==> src/rtl/addbus_pkg.sv <==
// Shared types for the add bus output interface.
// Assumes: a byte is qualified by a single-cycle tick on the system clock.
package addbus_pkg;

    // Per-byte timing qualifiers chosen from the active reference.
    typedef struct packed {
        logic tick;   // this system clock cycle carries a byte
        logic act;    // payload is active in this byte
    } byte_tim_t;

endpackage

==> src/rtl/addbus_timing.sv <==
// Selects the byte timing reference and tracks the slot number.
// Assumes: add_clk is slow compared with clk, so sampling it as a level
// shows every edge. Marker and active inputs are steady during the tick cycle.
module addbus_timing
    import addbus_pkg::*;
#(
    parameter int NSLOT = 3,
    parameter int SW    = 2
) (
    input  logic          clk,
    input  logic          rst_n,
    input  logic          timing_sel,
    input  logic          add_clk,
    input  logic          add_c1j1,
    input  logic          add_spe,
    input  logic          drop_tick,
    input  logic          drop_c1j1,
    input  logic          drop_spe,
    output byte_tim_t     tim,
    output logic [SW-1:0] cur_slot,
    output logic          add_clk_chg
);
    localparam logic [SW-1:0] LAST_SLOT = SW'(NSLOT - 1);

    logic          add_clk_q;
    logic          add_rise;
    logic          mark;
    logic [SW-1:0] slot_q;

    // Remember the last sampled level of the add clock.
    always_ff @(posedge clk) begin
        if (!rst_n) add_clk_q <= 1'b0;
        else        add_clk_q <= add_clk;
    end

    assign add_rise    = add_clk & ~add_clk_q;
    assign add_clk_chg = add_clk ^ add_clk_q;

    // Pick tick, marker and active flag from the selected reference.
    always_comb begin
        if (timing_sel) begin
            tim.tick = add_rise;
            tim.act  = add_spe;
            mark     = add_c1j1;
        end else begin
            tim.tick = drop_tick;
            tim.act  = drop_spe;
            mark     = drop_c1j1;
        end
    end

    // Slot of the current byte: zero on the marker, otherwise next in turn.
    always_comb begin
        if (mark || slot_q == LAST_SLOT) cur_slot = '0;
        else                             cur_slot = slot_q + 1'b1;
    end

    // Hold the slot number of the last byte.
    always_ff @(posedge clk) begin
        if (!rst_n)        slot_q <= LAST_SLOT;
        else if (tim.tick) slot_q <= cur_slot;
    end

    assert_slot_range_R3: assert property (@(posedge clk) disable iff (!rst_n)
        slot_q <= LAST_SLOT);
    assert_mark_zero_R3: assert property (@(posedge clk) disable iff (!rst_n)
        (tim.tick && mark) |=> (slot_q == '0));
    assert_slot_hold_R3: assert property (@(posedge clk) disable iff (!rst_n)
        !tim.tick |=> $stable(slot_q));
endmodule

==> src/rtl/addbus_stuck_mon.sv <==
// Watches the add clock for a missing level change while add timing is in use.
// Assumes: add_clk_chg is one in each cycle where the sampled level differs
// from the previous cycle.
module addbus_stuck_mon #(
    parameter int LIMIT = 16
) (
    input  logic clk,
    input  logic rst_n,
    input  logic enable,
    input  logic add_clk_chg,
    input  logic clr,
    output logic alarm
);
    localparam int CNTW = $clog2(LIMIT + 1);

    logic [CNTW-1:0] quiet_cnt;
    logic            set;

    // Count consecutive cycles without a level change, saturating at LIMIT.
    always_ff @(posedge clk) begin
        if (!rst_n || !enable || add_clk_chg) quiet_cnt <= '0;
        else if (quiet_cnt != CNTW'(LIMIT))   quiet_cnt <= quiet_cnt + 1'b1;
    end

    assign set = enable && !add_clk_chg && (quiet_cnt == CNTW'(LIMIT - 1));

    // Sticky alarm; setting wins over clearing.
    always_ff @(posedge clk) begin
        if (!rst_n) alarm <= 1'b0;
        else        alarm <= set | (alarm & ~clr);
    end

    assert_cnt_bound_R11: assert property (@(posedge clk) disable iff (!rst_n)
        quiet_cnt <= CNTW'(LIMIT));
    assert_chg_restart_R11: assert property (@(posedge clk) disable iff (!rst_n)
        add_clk_chg |=> (quiet_cnt == '0));
    assert_stuck_hold_R12: assert property (@(posedge clk) disable iff (!rst_n)
        (alarm && !clr) |=> alarm);
endmodule

==> src/rtl/addbus_slot_map.sv <==
// Holds the per-channel slot assignments, selects the byte for the current
// slot and flags channels that share a slot.
// Assumes: a code of NSLOT or above means unassigned.
module addbus_slot_map #(
    parameter int NCH   = 3,
    parameter int NSLOT = 3,
    parameter int DW    = 8,
    parameter int SW    = 2,
    parameter int CW    = 2
) (
    input  logic              clk,
    input  logic              rst_n,
    input  logic              cfg_we,
    input  logic [CW-1:0]     cfg_ch,
    input  logic [SW-1:0]     cfg_slot,
    input  logic              clr,
    input  logic [SW-1:0]     cur_slot,
    input  logic [NCH*DW-1:0] ch_data,
    output logic              hit,
    output logic [DW-1:0]     sel_data,
    output logic              alarm
);
    localparam logic [SW-1:0] NONE = SW'(NSLOT);

    logic [SW-1:0]      asg [NCH];
    logic [NCH*NCH-1:0] clash;
    logic               conflict;

    for (genvar j = 0; j < NCH; j++) begin : g_asg
        // Assignment register for one channel.
        always_ff @(posedge clk) begin
            if (!rst_n)                          asg[j] <= NONE;
            else if (cfg_we && cfg_ch == CW'(j)) asg[j] <= cfg_slot;
        end
    end

    // Byte for the current slot; the lowest channel number takes priority.
    always_comb begin
        hit      = 1'b0;
        sel_data = '0;
        for (int j = NCH - 1; j >= 0; j--) begin
            if (asg[j] == cur_slot) begin
                hit      = 1'b1;
                sel_data = ch_data[j*DW +: DW];
            end
        end
    end

    for (genvar a = 0; a < NCH; a++) begin : g_row
        for (genvar b = 0; b < NCH; b++) begin : g_col
            if (b > a) begin : g_pair
                assign clash[a*NCH+b] = (asg[a] == asg[b]) && (asg[a] < NONE);
            end else begin : g_none
                assign clash[a*NCH+b] = 1'b0;
            end
        end
    end

    assign conflict = |clash;

    // Sticky contention alarm; setting wins over clearing.
    always_ff @(posedge clk) begin
        if (!rst_n) alarm <= 1'b0;
        else        alarm <= conflict | (alarm & ~clr);
    end

    assert_cont_set_R9: assert property (@(posedge clk) disable iff (!rst_n)
        conflict |=> alarm);
    assert_cont_hold_R10: assert property (@(posedge clk) disable iff (!rst_n)
        (alarm && !clr) |=> alarm);
    assert_slot_range_R8: assert property (@(posedge clk) disable iff (!rst_n)
        hit |-> (cur_slot < NONE));
endmodule

==> src/rtl/addbus_tx.sv <==
// Add bus output interface: registers byte, strobe, parity and enable once
// per byte, and gathers the timing, slot map and clock monitor.
// Assumes: the bus outputs change only on a byte tick.
module addbus_tx
    import addbus_pkg::*;
#(
    parameter int NCH         = 3,
    parameter int NSLOT       = 3,
    parameter int DW          = 8,
    parameter int STUCK_LIMIT = 16,
    parameter int SW          = $clog2(NSLOT + 1),
    parameter int CW          = (NCH > 1) ? $clog2(NCH) : 1
) (
    input  logic              clk,
    input  logic              rst_n,
    input  logic              timing_sel,
    input  logic              add_clk,
    input  logic              add_c1j1,
    input  logic              add_spe,
    input  logic              drop_tick,
    input  logic              drop_c1j1,
    input  logic              drop_spe,
    input  logic [NCH*DW-1:0] ch_data,
    input  logic              cfg_we,
    input  logic [CW-1:0]     cfg_ch,
    input  logic [SW-1:0]     cfg_slot,
    input  logic              alarm_clr,
    output logic [DW-1:0]     bus_data,
    output logic              bus_add_n,
    output logic              bus_par,
    output logic              bus_oe,
    output logic              alm_contention,
    output logic              alm_add_clk_stuck
);
    byte_tim_t     tim;
    logic [SW-1:0] cur_slot;
    logic          add_clk_chg;
    logic          hit;
    logic [DW-1:0] sel_data;
    logic          add_now;
    logic [DW-1:0] next_data;

    addbus_timing #(.NSLOT(NSLOT), .SW(SW)) u_timing (
        .clk(clk), .rst_n(rst_n), .timing_sel(timing_sel),
        .add_clk(add_clk), .add_c1j1(add_c1j1), .add_spe(add_spe),
        .drop_tick(drop_tick), .drop_c1j1(drop_c1j1), .drop_spe(drop_spe),
        .tim(tim), .cur_slot(cur_slot), .add_clk_chg(add_clk_chg)
    );

    addbus_slot_map #(.NCH(NCH), .NSLOT(NSLOT), .DW(DW), .SW(SW), .CW(CW)) u_map (
        .clk(clk), .rst_n(rst_n), .cfg_we(cfg_we), .cfg_ch(cfg_ch),
        .cfg_slot(cfg_slot), .clr(alarm_clr), .cur_slot(cur_slot),
        .ch_data(ch_data), .hit(hit), .sel_data(sel_data),
        .alarm(alm_contention)
    );

    addbus_stuck_mon #(.LIMIT(STUCK_LIMIT)) u_stuck (
        .clk(clk), .rst_n(rst_n), .enable(timing_sel),
        .add_clk_chg(add_clk_chg), .clr(alarm_clr),
        .alarm(alm_add_clk_stuck)
    );

    // Decide whether this byte is added and which value goes out.
    always_comb begin
        add_now   = tim.act & hit;
        next_data = add_now ? sel_data : '0;
    end

    // Bus output register, loaded once per byte.
    always_ff @(posedge clk) begin
        if (!rst_n) begin
            bus_data  <= '0;
            bus_add_n <= 1'b1;
            bus_par   <= 1'b1;
            bus_oe    <= 1'b0;
        end else if (tim.tick) begin
            bus_data  <= next_data;
            bus_add_n <= ~add_now;
            bus_par   <= ~^next_data;
            bus_oe    <= add_now;
        end
    end

    assert_par_odd_R5: assert property (@(posedge clk) disable iff (!rst_n)
        ^{bus_data, bus_par});
    assert_idle_bus_R6: assert property (@(posedge clk) disable iff (!rst_n)
        bus_add_n |-> (!bus_oe && bus_data == '0));
    assert_oe_match_R6: assert property (@(posedge clk) disable iff (!rst_n)
        !bus_add_n |-> bus_oe);
    assert_hold_R7: assert property (@(posedge clk) disable iff (!rst_n)
        !tim.tick |=> ($stable(bus_data) && $stable(bus_add_n) && $stable(bus_oe)));
endmodule

==> config.mk <==
export PLATFORM = sky130hd
export DESIGN_NAME = addbus_tx
export DESIGN_NICKNAME = d
export VERILOG_FILES = /design/src/rtl/addbus_pkg.sv /design/src/rtl/addbus_timing.sv /design/src/rtl/addbus_stuck_mon.sv /design/src/rtl/addbus_slot_map.sv /design/src/rtl/addbus_tx.sv
export SDC_FILE = /design/constraint.sdc
export NUM_CORES = 1
export LEC_CHECK = 0
export ABC_AREA = 1
export BUFFER_PORTS_ARGS = -buffer_cell sky130_fd_sc_hd__buf_4
export CAP_MARGIN = 25
export CORE_UTILIZATION = 57
export CTS_CLUSTER_DIAMETER = 40
export DETAILED_ROUTE_END_ITERATION = 16
export GPL_TIMING_DRIVEN = 0
export PLACE_DENSITY_LB_ADDON = 0.2
export SLEW_MARGIN = 0
export SYNTH_ARGS = -nofsm -noshare
export SYNTH_HDL_FRONTEND = slang
export SYNTH_HIERARCHICAL = 1
export SYNTH_SLANG_ARGS = --single-unit
==> constraint.sdc <==
create_clock -name clk -period 6.83 [get_ports clk]
set_clock_uncertainty 0.2 [all_clocks]
set_input_delay 2.049 -clock clk [delete_from_list [all_inputs] [get_ports clk]]
set_output_delay 2.049 -clock clk [all_outputs]
set_load 0.02 [all_outputs]
## Word-level counts from Yosys, hierarchy flattened

Memories as Yosys holds them, arrays and structs flattened.
Cells that the tools add are included.

| operators by class | value |
|---|---|
| eq/ne operators | 11 |
| shift-type cells | 0 |
| multiply operators | 0 |
| div/mod/pow operators | 0 |
| $add $sub $neg | 2 |
| reductions and logical operators | 17 |
| muxes and demuxes | 23 |
| bitwise gates (word level) | 13 |
| order comparisons | 2 |

Operator list:

| kind | number |
|---|---|
| 8-bit two-way mux | 4 |
| 1-bit two-way mux | 14 |
| 2-bit == test | 6 |
| 2-bit two-way mux | 5 |
| 1-bit logical AND | 8 |
| 8-bit XNOR reduction | 1 |
| 5-bit by 1-bit adder with 5-bit output, second input constant | 1 |
| 5-bit by 4-bit == test with 1-bit output, second input constant | 1 |
| 5-bit != test, second input constant | 1 |
| 1-bit OR | 5 |
| 1-bit AND | 4 |
| 2-bit == test, second input constant | 2 |
| 2-bit less-than comparator, second input constant | 2 |
| 1-bit zero test | 3 |
| 1-bit logical OR | 3 |
| 1-bit NOT | 3 |
| 3-bit OR reduction | 1 |
| 2-bit by 1-bit adder with 2-bit output, second input constant | 1 |
| 2-bit by 1-bit == test with 1-bit output, second input constant | 1 |
| 2-bit zero test | 1 |
| 1-bit XOR | 1 |

| word-level totals | value |
|---|---|
| logic and storage cells | 78 |
| memory bits (writable) | 6 |
| ROM bits | 0 |
| latch bits | 0 |
| flip-flop bits (word level) | 21 |
| memories | 1 |

Memory list:

| memory | depth | width | rd ports | clocked after Yosys merged registers in | wr ports | line | text |
|---|---|---|---|---|---|---|---|
| u_map.asg | 3 | 2 | 3 | 0 | 3 | addbus_slot_map.sv:25 | `logic [SW-1:0] asg [NCH];` |

## Longest topological paths before layout

| logic depth | value |
|---|---|
| word-level depth | 10 |
| gate-level depth with buffers | 24 |
| gate-level depth less buffers | 24 |

## By module

Netlist, hierarchy kept.

By module, submodules not included:

| module | instances | area each (um^2) | cells an instance |
|---|---|---|---|
| addbus_slot_map | 1 | 813.3 | 136 |
| addbus_tx | 1 | 664.4 | 105 |
| addbus_stuck_mon | 1 | 309.0 | 42 |
| addbus_timing | 1 | 219.0 | 36 |

## Worst setup path after synthesis

OpenSTA, ideal clock, no wires.

| timing path | value |
|---|---|
| path type | input to register |
| from | input add_c1j1 |
| to | register bus_par |
| data arrival time | 3.744 ns |
| stages on the path | 19 |
| setup slack | 2.771 ns |
| setup time | 0.115 ns |
| required time | 6.515 ns |
| buffers on the path | 1 |
| path through | nand2_1 -> nand2_1 -> nor2_1 -> inv_1 -> nor2_1 -> inv_1 -> nand2_1 -> nand2_4 -> nand2_4 -> nand3_1 -> buf_6 -> nand3_2 -> nor2_1 -> nor2_1 -> nand2_1 -> nand2_1 -> nand2_1 -> nand3_1 -> nand2_1 |

| between the ends | value |
|---|---|
| longest elaborated chain between the ends | 10 |

Ends and longest elaborated chain:

| item | line | text |
|---|---|---|
| start, declared | addbus_tx.sv:18 | `input logic add_c1j1,` |
| 1-bit two-way mux (*) | addbus_timing.sv:41 | `if (timing_sel) begin` |
| 1-bit logical OR (*) | addbus_timing.sv:54 | `if (mark \|\| slot_q == LAST_SLOT) cur_slot = '0;` |
| 2-bit two-way mux (*) | addbus_timing.sv:54 |  |
| net cur_slot[1] | addbus_tx.sv:36 | `logic [SW-1:0] cur_slot;` |
| 2-bit == test | addbus_slot_map.sv:42 | `if (asg[j] == cur_slot) begin` |
| 1-bit two-way mux (2 in a row) | addbus_slot_map.sv:42 |  |
| 1-bit two-way mux (*) | addbus_slot_map.sv:42 |  |
| net hit | addbus_tx.sv:38 | `logic hit;` |
| 1-bit AND (*) | addbus_tx.sv:65 | `add_now = tim.act & hit;` |
| 8-bit two-way mux (*) | addbus_tx.sv:66 | `next_data = add_now ? sel_data : '0;` |
| 8-bit XNOR reduction (*) | addbus_tx.sv:79 | `bus_par <= ~^next_data;` |
| end signal, assigned | addbus_tx.sv:79 |  |
| end, declared | addbus_tx.sv:30 | `output logic bus_par,` |

Mark *: on every way through the listed nets, which the timed path passes. The rest lies on a longest branch.
A chain may end at the register's enable or synchronous reset.

## Final worst setup path

| timing path | value |
|---|---|
| from | input timing_sel |
| to | register bus_par |

| between the ends | value |
|---|---|
| longest elaborated chain between the ends | 10 |

Ends and longest elaborated chain:

| item | line | text |
|---|---|---|
| start, declared | addbus_tx.sv:16 | `input logic timing_sel,` |
| 1-bit two-way mux (*) | addbus_timing.sv:41 |  |
| 1-bit logical OR (*) | addbus_timing.sv:54 |  |
| 2-bit two-way mux (*) | addbus_timing.sv:54 |  |
| net cur_slot[1] | addbus_tx.sv:36 |  |
| 2-bit == test | addbus_slot_map.sv:42 |  |
| 1-bit two-way mux (2 in a row) | addbus_slot_map.sv:42 |  |
| 1-bit two-way mux (*) | addbus_slot_map.sv:42 |  |
| net hit | addbus_tx.sv:38 |  |
| 1-bit AND (*) | addbus_tx.sv:65 |  |
| 8-bit two-way mux (*) | addbus_tx.sv:66 |  |
| 8-bit XNOR reduction (*) | addbus_tx.sv:79 |  |

Marked as above.

==> metrics <==
fmax=242 MHz; placed insts=roughly 420; CTS root buf=clkbuf_4; Yosys top cell by area=nand2_1; Worst Path Required=6880 ps; first-pass GRT wire length=6800 um; syn nets=363; Area Overhead vs Synth=23.4%; port buffer count=51; Non-Filler Instances=420; core area=3360 um2; Final Max Slew Viols=0; top cell type's share of synthesized area=0.228; flop-to-flop setup slack=3990 ps; sequential share of the synthesized area=0.299; die area=between 3000 and 4000 um2; Die Span X=61.3 um; Final setup viols=0; Post-route DRC=0; Clock Tree Buf Depth=2; grt ovf=0; Total Wirelength=about 4100 um; DR iter-0 viols=117; Clk Latency, worst-skew pair=~330 ps; Final min period=4140 ps; CTS Buf Count=3; P_leak=around 1.3 nW; worst hold path type=reg -> reg; drt wl/cell=9.74 um; clk slew on worst S/H paths=approximately 150 ps; I/O pin count=52; Resize count post-CTS=0; Detail Placement HPWL=about 3400 um; Routed Antenna Nets=0; period utilisation layout=0.606; largest cells by area after synthesis=nand2_1 23%, dfxtp_1 21%, edfxtp_1 9.0%; worst IR drop on VDD=0.122 mV; critical path class=in -> reg; share of cells above drive strength 1=0.203; final hold vios=0; total track usage=0.239; pre-CTS setup slack=2320 ps; worst-margin pin slew=434 ps; CTS Hold Bufs=0; largest net degree at the start of global routing=17; TritonCTS clock tree=done; nets=~420; initial antenna violation count=0; Worst path max stage delay=310 ps; row count=21; Worst Path Buf+Inv=4; vias in the first global route=around 1800; flops & latches, synth=27; CTS Sinks=27; vias per cell=approximately 5.0; vias=2113; Mapped Area=2010 um2; Max-slew headroom=0.709; CP top delay family=simple AND/OR/NAND/NOR gates; Max Cap Viol=0; setup TNS=0 ps; crit-path max FO=10; Setup Fix Bufs, Post-CTS=0; Unique masters post-synth=26; GPL Wtd Cong=0.774; Gate Count Post-Synth=between 300 and 400; Max H-tree Level=1; cells along the critical path=buf_4 -> nand2_1 -> nand2_1 -> nor2_1 -> inv_1 -> nor2_1 -> inv_1 -> nand2_1 -> nand2_4 -> nand2_4 -> nand3_1 -> buf_6 -> nand3_2 -> nor2_1 -> nor2_1 -> nand2_1 -> nand2_1 -> nand2_1 -> nand3_1 -> nand2_1; Crit. End Element=register; outcome=finished clean; Power Density=178 nW/um2; n_diodes=0; Die H=61.3 um; Pre-antenna DRT Iters=4; syn avg cell area=6.29 um2; Syn. warnings=6; slowest cell on the critical path=nor2_1; most used cell, CP=nand2_1; WP data arrival=4190 ps; WHS=282 ps; Critical Path Start Type=primary input; final setup margin=2690 ps; RSZ-0062 raised after global routing=false; Initial Util=0.596
[layer usage]
metal / wire length (um) / GRT usage / vias up
met1: 1810 / 0.269 / 949
met4: 49 / 0.0844 / 0
li1: - / - / 1107
met2: 2080 / 0.450 / 51
met5: 0 / 0 / -
met3: 152 / 0.0399 / 6
[kinds of logic after synthesis]
family,synth area share
AO/OA/AOI/OAI,0.0530
XOR/XNOR,0.0337
adder cells (fa/ha/maj),0.0312
buffers and inverters,0.122
flip-flops,0.299
AND/OR/NAND/NOR,0.461
[cell type report]
class | instances | area, um2
multi-input combinational | 232 | 1160
timing repair buffer | 51 | 383
clock buffer | 3 | 22.5
tap | 46 | 57.6
fill | 307 | 888
buffer | 5 | 37.5
clock inverter | 1 | 6.26
inverter | 55 | 206
sequential | 27 | 601
[registers in the layout (all words and copies together) (netlist names)]
signal and count:
bus_data 8, u_map/asg 6, u_stuck/quiet_cnt 5, u_timing/slot_q 2
bus_add_n 1, bus_oe 1, bus_par 1, u_map/alarm 1
u_stuck/alarm 1, u_timing/add_clk_q 1
[through the flow]
step | power, mW | cell area (um2) | utilization
6_report | 0.440 | 2470 | 0.736
3_3_place_gp | 0.367 | 2450 | 0.727
2_1_floorplan | 0.319 | 2010 | -
4_1_cts | 0.445 | 2470 | 0.736
5_1_grt | 0.477 | 2470 | 0.736
3_5_place_dp | 0.372 | 2450 | 0.727
[worst reg2reg max path, stage by stage, from the launching register on]
cell and delay (ps):
dfxtp_1 330, inv_1 60, ha_1 190, inv_1 60, nand2_1 50, nor2_1 120, inv_1 50, nor2_1 310
inv_1 80, nand2_1 110, nand2_4 100, nand2_4 120, nand3_1 230, buf_6 230, nand3_2 70, nor2_1 40
nor2_1 120, nand2_1 70, nand2_1 60, nand2_1 40, nand3_1 70, nand2_1 40
[cell usage after synthesis]
cell / instances
a21oi_1: 6
a21oi_2: 1
buf_4: 1
buf_6: 2
clkbuf_1: 2
clkinv_1: 7
dfxtp_1: 21
edfxtp_1: 6
ha_1: 5
inv_1: 46
inv_2: 2
nand2_1: 122
nand2_2: 4
nand2_4: 4
nand3_1: 24
nand3_2: 2
nand3b_1: 11
nand4_1: 10
nor2_1: 23
nor2_2: 3
nor4_1: 1
o211ai_1: 6
o21ai_0: 3
o31ai_1: 1
xnor2_1: 4
xnor2_2: 2
[where the power goes]
part           internal (mW)  switching (mW)
logic                 0.0734           0.113
clock network         0.0229          0.0481
registers              0.174         0.00784
total                  0.271           0.169
[cells in the final DEF, fill, tap and decap left out, types with 4 or more instances in the layout]
master / count
dfxtp_1: 21
buf_4: 52
ha_1: 5
o211ai_1: 6
nand4_1: 10
nand3_1: 24
nor2_1: 23
nand2_1: 122
xnor2_1: 4
a21oi_1: 6
nand2_4: 4
edfxtp_1: 6
nand3b_1: 11
nand2_2: 4
clkinv_1: 7
inv_1: 46
[path summary, 6_finish.rpt]
kind	from	endpoint	depth (start not counted)
min	bus_oe	bus_oe	2
max	timing_sel	bus_par	20
min reg2reg	bus_oe	bus_oe	2
max reg2reg	u_timing/slot_q[0]	bus_par	21
Note: power is estimated with default switching activity, not from simulation.
